===== src/rtl/fbg_pkg.sv =====
package fbg_pkg;
  // Default field widths of the generator.
  localparam int unsigned FBG_SCALE_W = 12;
  localparam int unsigned FBG_STEP_W  = 16;
  localparam int unsigned FBG_PHASE_W = 17;

  // Reason the generator restarts on a given cycle.
  typedef enum logic [1:0] {
    FBG_RUN     = 2'd0,
    FBG_NEW_DIV = 2'd1,
    FBG_NEW_INC = 2'd2,
    FBG_NEW_ALL = 2'd3
  } fbg_restart_e;
endpackage


===== src/rtl/fbg_cfg_watch.sv =====
module fbg_cfg_watch
  import fbg_pkg::*;
#(
  parameter int unsigned SCALE_W = FBG_SCALE_W,
  parameter int unsigned STEP_W  = FBG_STEP_W
) (
  input  logic               clk,
  input  logic               rst_n,
  input  logic [SCALE_W-1:0] scale,
  input  logic [STEP_W-1:0]  step,
  output fbg_restart_e       cause,
  output logic               restart
);
  logic [SCALE_W-1:0] scale_seen;
  logic [STEP_W-1:0]  step_seen;

  // Remember the fields as they stood at the previous edge.
  always_ff @(posedge clk or negedge rst_n) begin
    if (!rst_n) begin
      scale_seen <= '0;
      step_seen  <= '0;
    end else begin
      scale_seen <= scale;
      step_seen  <= step;
    end
  end

  function automatic fbg_restart_e classify(input logic div_moved, input logic inc_moved);
    fbg_restart_e r;
    unique case ({inc_moved, div_moved})
      2'b00:   r = FBG_RUN;
      2'b01:   r = FBG_NEW_DIV;
      2'b10:   r = FBG_NEW_INC;
      default: r = FBG_NEW_ALL;
    endcase
    return r;
  endfunction

  always_comb begin
    cause   = classify(scale != scale_seen, step != step_seen);
    restart = (cause != FBG_RUN);
  end
endmodule


===== src/rtl/fbg_prescaler.sv =====
module fbg_prescaler #(
  parameter int unsigned SCALE_W = 12
) (
  input  logic               clk,
  input  logic               rst_n,
  input  logic               clr,
  input  logic               en,
  input  logic [SCALE_W-1:0] scale,
  output logic [SCALE_W-1:0] count,
  output logic               fire
);
  logic wrap;

  // The count has reached the divide limit.
  function automatic logic at_limit(input logic [SCALE_W-1:0] c, input logic [SCALE_W-1:0] lim);
    return (c >= lim);
  endfunction

  function automatic logic [SCALE_W-1:0] advance(input logic [SCALE_W-1:0] c, input logic w);
    return w ? '0 : c + 1'b1;
  endfunction

  always_comb begin
    wrap = at_limit(count, scale);
    fire = en && !clr && wrap;
  end

  always_ff @(posedge clk or negedge rst_n) begin
    if (!rst_n)      count <= '0;
    else if (clr)    count <= '0;
    else if (en)     count <= advance(count, wrap);
  end
endmodule


===== src/rtl/fbg_phase_acc.sv =====
module fbg_phase_acc #(
  parameter int unsigned STEP_W  = 16,
  parameter int unsigned PHASE_W = 17
) (
  input  logic               clk,
  input  logic               rst_n,
  input  logic               clr,
  input  logic               adv,
  input  logic [STEP_W-1:0]  step,
  output logic [PHASE_W-1:0] phase,
  output logic               carry,
  output logic               tick
);
  localparam int unsigned SUM_W = PHASE_W + 1;

  logic [PHASE_W-1:0] inc;
  logic [SUM_W-1:0]   sum;

  // Widen the step to the phase width (or trim it if a variant is narrower).
  generate
    if (PHASE_W > STEP_W) begin : g_pad
      assign inc = {{(PHASE_W-STEP_W){1'b0}}, step};
    end else begin : g_trim
      assign inc = step[PHASE_W-1:0];
    end
  endgenerate

  function automatic logic [SUM_W-1:0] phase_add(input logic [PHASE_W-1:0] p,
                                                 input logic [PHASE_W-1:0] d);
    return {1'b0, p} + {1'b0, d};
  endfunction

  always_comb begin
    sum   = phase_add(phase, inc);
    carry = sum[SUM_W-1];
  end

  always_ff @(posedge clk or negedge rst_n) begin
    if (!rst_n) begin
      phase <= '0;
      tick  <= 1'b0;
    end else if (clr) begin
      phase <= '0;
      tick  <= 1'b0;
    end else begin
      tick <= adv && carry;
      if (adv) phase <= sum[PHASE_W-1:0];
    end
  end
endmodule


===== src/rtl/frac_baud_gen.sv =====
module frac_baud_gen
  import fbg_pkg::*;
#(
  parameter int unsigned SCALE_W = FBG_SCALE_W,
  parameter int unsigned STEP_W  = FBG_STEP_W,
  parameter int unsigned PHASE_W = FBG_PHASE_W
) (
  input  logic               clk,
  input  logic               rst_n,
  input  logic               en,
  input  logic [SCALE_W-1:0] scale,
  input  logic [STEP_W-1:0]  step,
  output logic               tick
);
  // Named internal events, brought out for the checker.
  fbg_restart_e       restart_cause;
  logic               cfg_restart;
  logic               pre_fire;
  logic               phase_carry;
  logic [SCALE_W-1:0] pre_count;
  logic [PHASE_W-1:0] phase_now;

  fbg_cfg_watch #(.SCALE_W(SCALE_W), .STEP_W(STEP_W)) u_watch (
    .clk     (clk),
    .rst_n   (rst_n),
    .scale   (scale),
    .step    (step),
    .cause   (restart_cause),
    .restart (cfg_restart)
  );

  fbg_prescaler #(.SCALE_W(SCALE_W)) u_pre (
    .clk   (clk),
    .rst_n (rst_n),
    .clr   (cfg_restart),
    .en    (en),
    .scale (scale),
    .count (pre_count),
    .fire  (pre_fire)
  );

  fbg_phase_acc #(.STEP_W(STEP_W), .PHASE_W(PHASE_W)) u_acc (
    .clk   (clk),
    .rst_n (rst_n),
    .clr   (cfg_restart),
    .adv   (pre_fire),
    .step  (step),
    .phase (phase_now),
    .carry (phase_carry),
    .tick  (tick)
  );
endmodule


===== config.mk =====
export PLATFORM = sky130hd
export DESIGN_NAME = frac_baud_gen
export DESIGN_NICKNAME = d
export VERILOG_FILES = /design/src/rtl/fbg_pkg.sv /design/src/rtl/fbg_cfg_watch.sv /design/src/rtl/fbg_prescaler.sv /design/src/rtl/fbg_phase_acc.sv /design/src/rtl/frac_baud_gen.sv
export SDC_FILE = /design/constraint.sdc
export NUM_CORES = 1
export LEC_CHECK = 0
export CAP_MARGIN = 15
export CORE_ASPECT_RATIO = 0.8
export CORE_MARGIN = 2
export CORE_UTILIZATION = 55
export DETAILED_ROUTE_END_ITERATION = 10
export GPL_TIMING_DRIVEN = 0
export PLACE_DENSITY = 0.81
export SLEW_MARGIN = 10
export SYNTH_ARGS = -nofsm -noshare
export SYNTH_HDL_FRONTEND = slang
export SYNTH_SLANG_ARGS = --single-unit

===== constraint.sdc =====
create_clock -name clk -period 3.3 [get_ports clk]
set_input_delay 0.66 -clock clk [delete_from_list [all_inputs] [get_ports clk]]
set_output_delay 0.66 -clock clk [all_outputs]
set_load 0.1 [all_outputs]

==> qor.yml <==
sta:
  clock_skew_ps: 12.9
  min_period_over_period_pct: 93.6
  rsz0062_at_grt: "no"
  worst_pin_slew_ps: 959
  slew_headroom_pct: 35.9
  final-hold-violation-count: 0
  setup_tns_ps: 0
  period_minus_slack_ps: 3090
  fmax_ghz: 0.324
  setup_viol: 0
  finalMaxSlewViolations: 0
yosys:
  yosysUniqueCellTypes: 47
  yosysMostFrequentCell: "dfrtp_1"
  synth.cell_area_mm2: 0.00342
  synth_edf_count: 0
  seq_area_frac_synth_pct: 42.4
  async_flop_share_pct: 100
  synthFlopType: "dfrtp_1"
  yosysWarnings: 0
  yosysTopAreaCellShare_pct: 42.4
  syn_nets: 402
  ys_top_cells_by_count: "dfrtp_1, ha_1, nor2_1"
  ys_ff_latch: 58
  synth.avg_cell_area_um2: 10.0
  synth_cells: 341
  yosysTopAreaCell: "dfrtp_1"
  synth.area.top_cells: "dfrtp_1, ha_1, xnor2_1, a21oi_1, xor2_1"
place:
  port_buffers: 31
  dp_cells: 453
  routabilityCongestion: 0.845
  dp.final_hpwl_um: 5300
route:
  via_count: 2634
  first_iter_violations: 174
  drtAntennaViolNets: 0
  via_per_inst: 5.63
  postRouteWirelength_um: 7160
  drt_pass1_iterations: 4
  wl_per_cell_um: 15.3
  drc: 0
floorplanning:
  dieHeight_um: 74.6
  core_mm2: 0.00597
  start_util_pct: 57.3
  num_rows: 25
  die_x_um: 92.2
  io_pins: 32
  die-area_mm2: 0.00688
clock_tree:
  insertion_delay_ps: 340
  cts.sinks: 58
  cts_made_buffers: 9
  cts_root_buf: "clkbuf_8"
  path_clk_slew_ps: 70
  clock_path_buffers: 2
  cts_setup_buffers: 0
  cts_max_level: 3
  cts_tree: "done"
critical_path:
  slowest_stage: "clkdlybuf4s50_1"
  worstPathCellList: "clkdlybuf4s50_1 -> ha_1 -> fa_1 -> a211oi_1 -> o21a_1 -> a21oi_1 -> a31oi_2 -> o21ai_1 -> and3_1 -> o21ba_1"
  critical-path-top-delay-family: "compound AO/OA/AOI/OAI gates"
  critPathLaunchType: "primary input"
  critPathBufInv: 1
  worstSetupStartpoint: "step[0]"
  cp.arrival_ps: 3320
  crit_path_end_kind: "register"
  slowest_delay_ps: 490
  rr_startpoint: "u_acc.phase[0]$_DFFE_PN0P_"
  cp_max_fo: 4
  crit_type: "primary input to register"
  required_ps: 3540
final_layout:
  fin_cells: 468
  drive_above_1_share_pct: 7.24
  area_growth_pct: 16.6
  antennaDiodeCount: 0
  layout.nets: 444
power:
  p_leak_uw: 0.00187
  power_uw: 1420
  ir_worst_vdd_uv: 297
  powerDensity_mw_per_mm2: 356
status:
  status: "finished, final reports clean"
global_route:
  grt-ovfl-total: 0
  first_global_vias: 2532
  grt_pass1_wl_um: 12200
  antenna_found_initial: 0
  track_usage_pct: 23.3
  grt_max_degree: 59
flow_run:
  maxCapViolCount: 0
worst_hold_path:
  hold_class: "primary input to async pin"
cell type report:
class | count | area [um2]
sequential | 58 | 1450
multi-input combinational | 258 | 1870
tap | 81 | 101
fill | 479 | 1980
buffer | 8 | 47.5
inverter | 17 | 63.8
timing repair buffer | 31 | 308
clock inverter | 3 | 17.5
clock buffer | 12 | 135
final timing paths:
check,endpoint,cells past startpoint,slack (ps)
worst min-delay path,u_pre.count[3]$_DFFE_PN0P_,1,380
min in group clk,u_acc.phase[7]$_DFFE_PN0P_,2,530
worst max-delay path,u_acc.phase[16]$_DFFE_PN0P_,10,210
worst min register to register,u_acc.phase[7]$_DFFE_PN0P_,2,530
worst max register to register,u_acc.phase[16]$_DFFE_PN0P_,9,700
max in group asynchronous,u_watch.step_seen[5]$_DFF_PN0_,1,2440
state kept, by name (all words and copies together) (netlist names):
| name | cells |
|---|---|
| u_watch.step_seen | 16 |
| u_pre.count | 12 |
| u_acc.tick | 1 |
| u_watch.scale_seen | 12 |
| u_acc.phase | 17 |
placed cells by master, fill, tap and decap left out, types with 9 or more instances in the layout:
| cell type | Yosys | routed |
|---|---|---|
| nor2_1 | 25 | 25 |
| ha_1 | 29 | 29 |
| dfrtp_1 | 58 | 58 |
| clkdlybuf4s50_1 | 0 | 30 |
| mux2i_1 | 11 | 11 |
| o21ai_1 | 14 | 14 |
| a21oi_1 | 24 | 24 |
| xor2_1 | 13 | 13 |
| nand2_1 | 24 | 24 |
| a21o_1 | 12 | 12 |
| clkbuf_8 | 0 | 9 |
| xnor2_1 | 23 | 23 |
| inv_1 | 17 | 17 |
routing by layer:
layer  wire (um)  vias up  GRT usage, %
li1            -     1301             -
met1        3550     1256          32.7
met2        3090       61          35.1
met3         381       16          5.88
met4         138        0          9.12
met5           0        -             0
per-stage QoR:
stage | setup WS, ps | util [%] | instance area (um2) | hold WS (ps)
finish | 212 | 66.8 | 3990 | 384
global route | 103 | 66.8 | 3990 | 430
CTS | 118 | 66.7 | 3990 | 402
detailed placement | -221 | 64.1 | 3830 | 518
global placement | -265 | 64.2 | 3830 | 507
floorplan | 659 | - | 3420 | 364
what timing repair did:
item / 4_1_cts / 5_1_grt
setup endpoints to repair: 0 / 1
gates resized for setup: 0 / 1
hold buffers: 0 / 0
cells by family (layout without fill, tap and decap cells):
logic type | Yosys count | after routing | synth area share, %
mux | 11 | 11 | 3.22
buf+inv | 25 | 71 | 3.25
simple gates | 100 | 100 | 15.9
flops | 58 | 58 | 42.4
xor+xnor | 36 | 36 | 9.21
fa+ha+maj | 30 | 30 | 11.2
compound gates | 81 | 81 | 14.8
where the power goes:
| group | switching (uW) | total, uW | internal, uW |
|---|---|---|---|
| Clock | 270 | 536 | 266 |
| Combinational | 78.5 | 150 | 71.1 |
| Sequential | 7.84 | 736 | 729 |
| Total | 356 | 1420 | 1070 |
(Power assumes the default switching activity.)
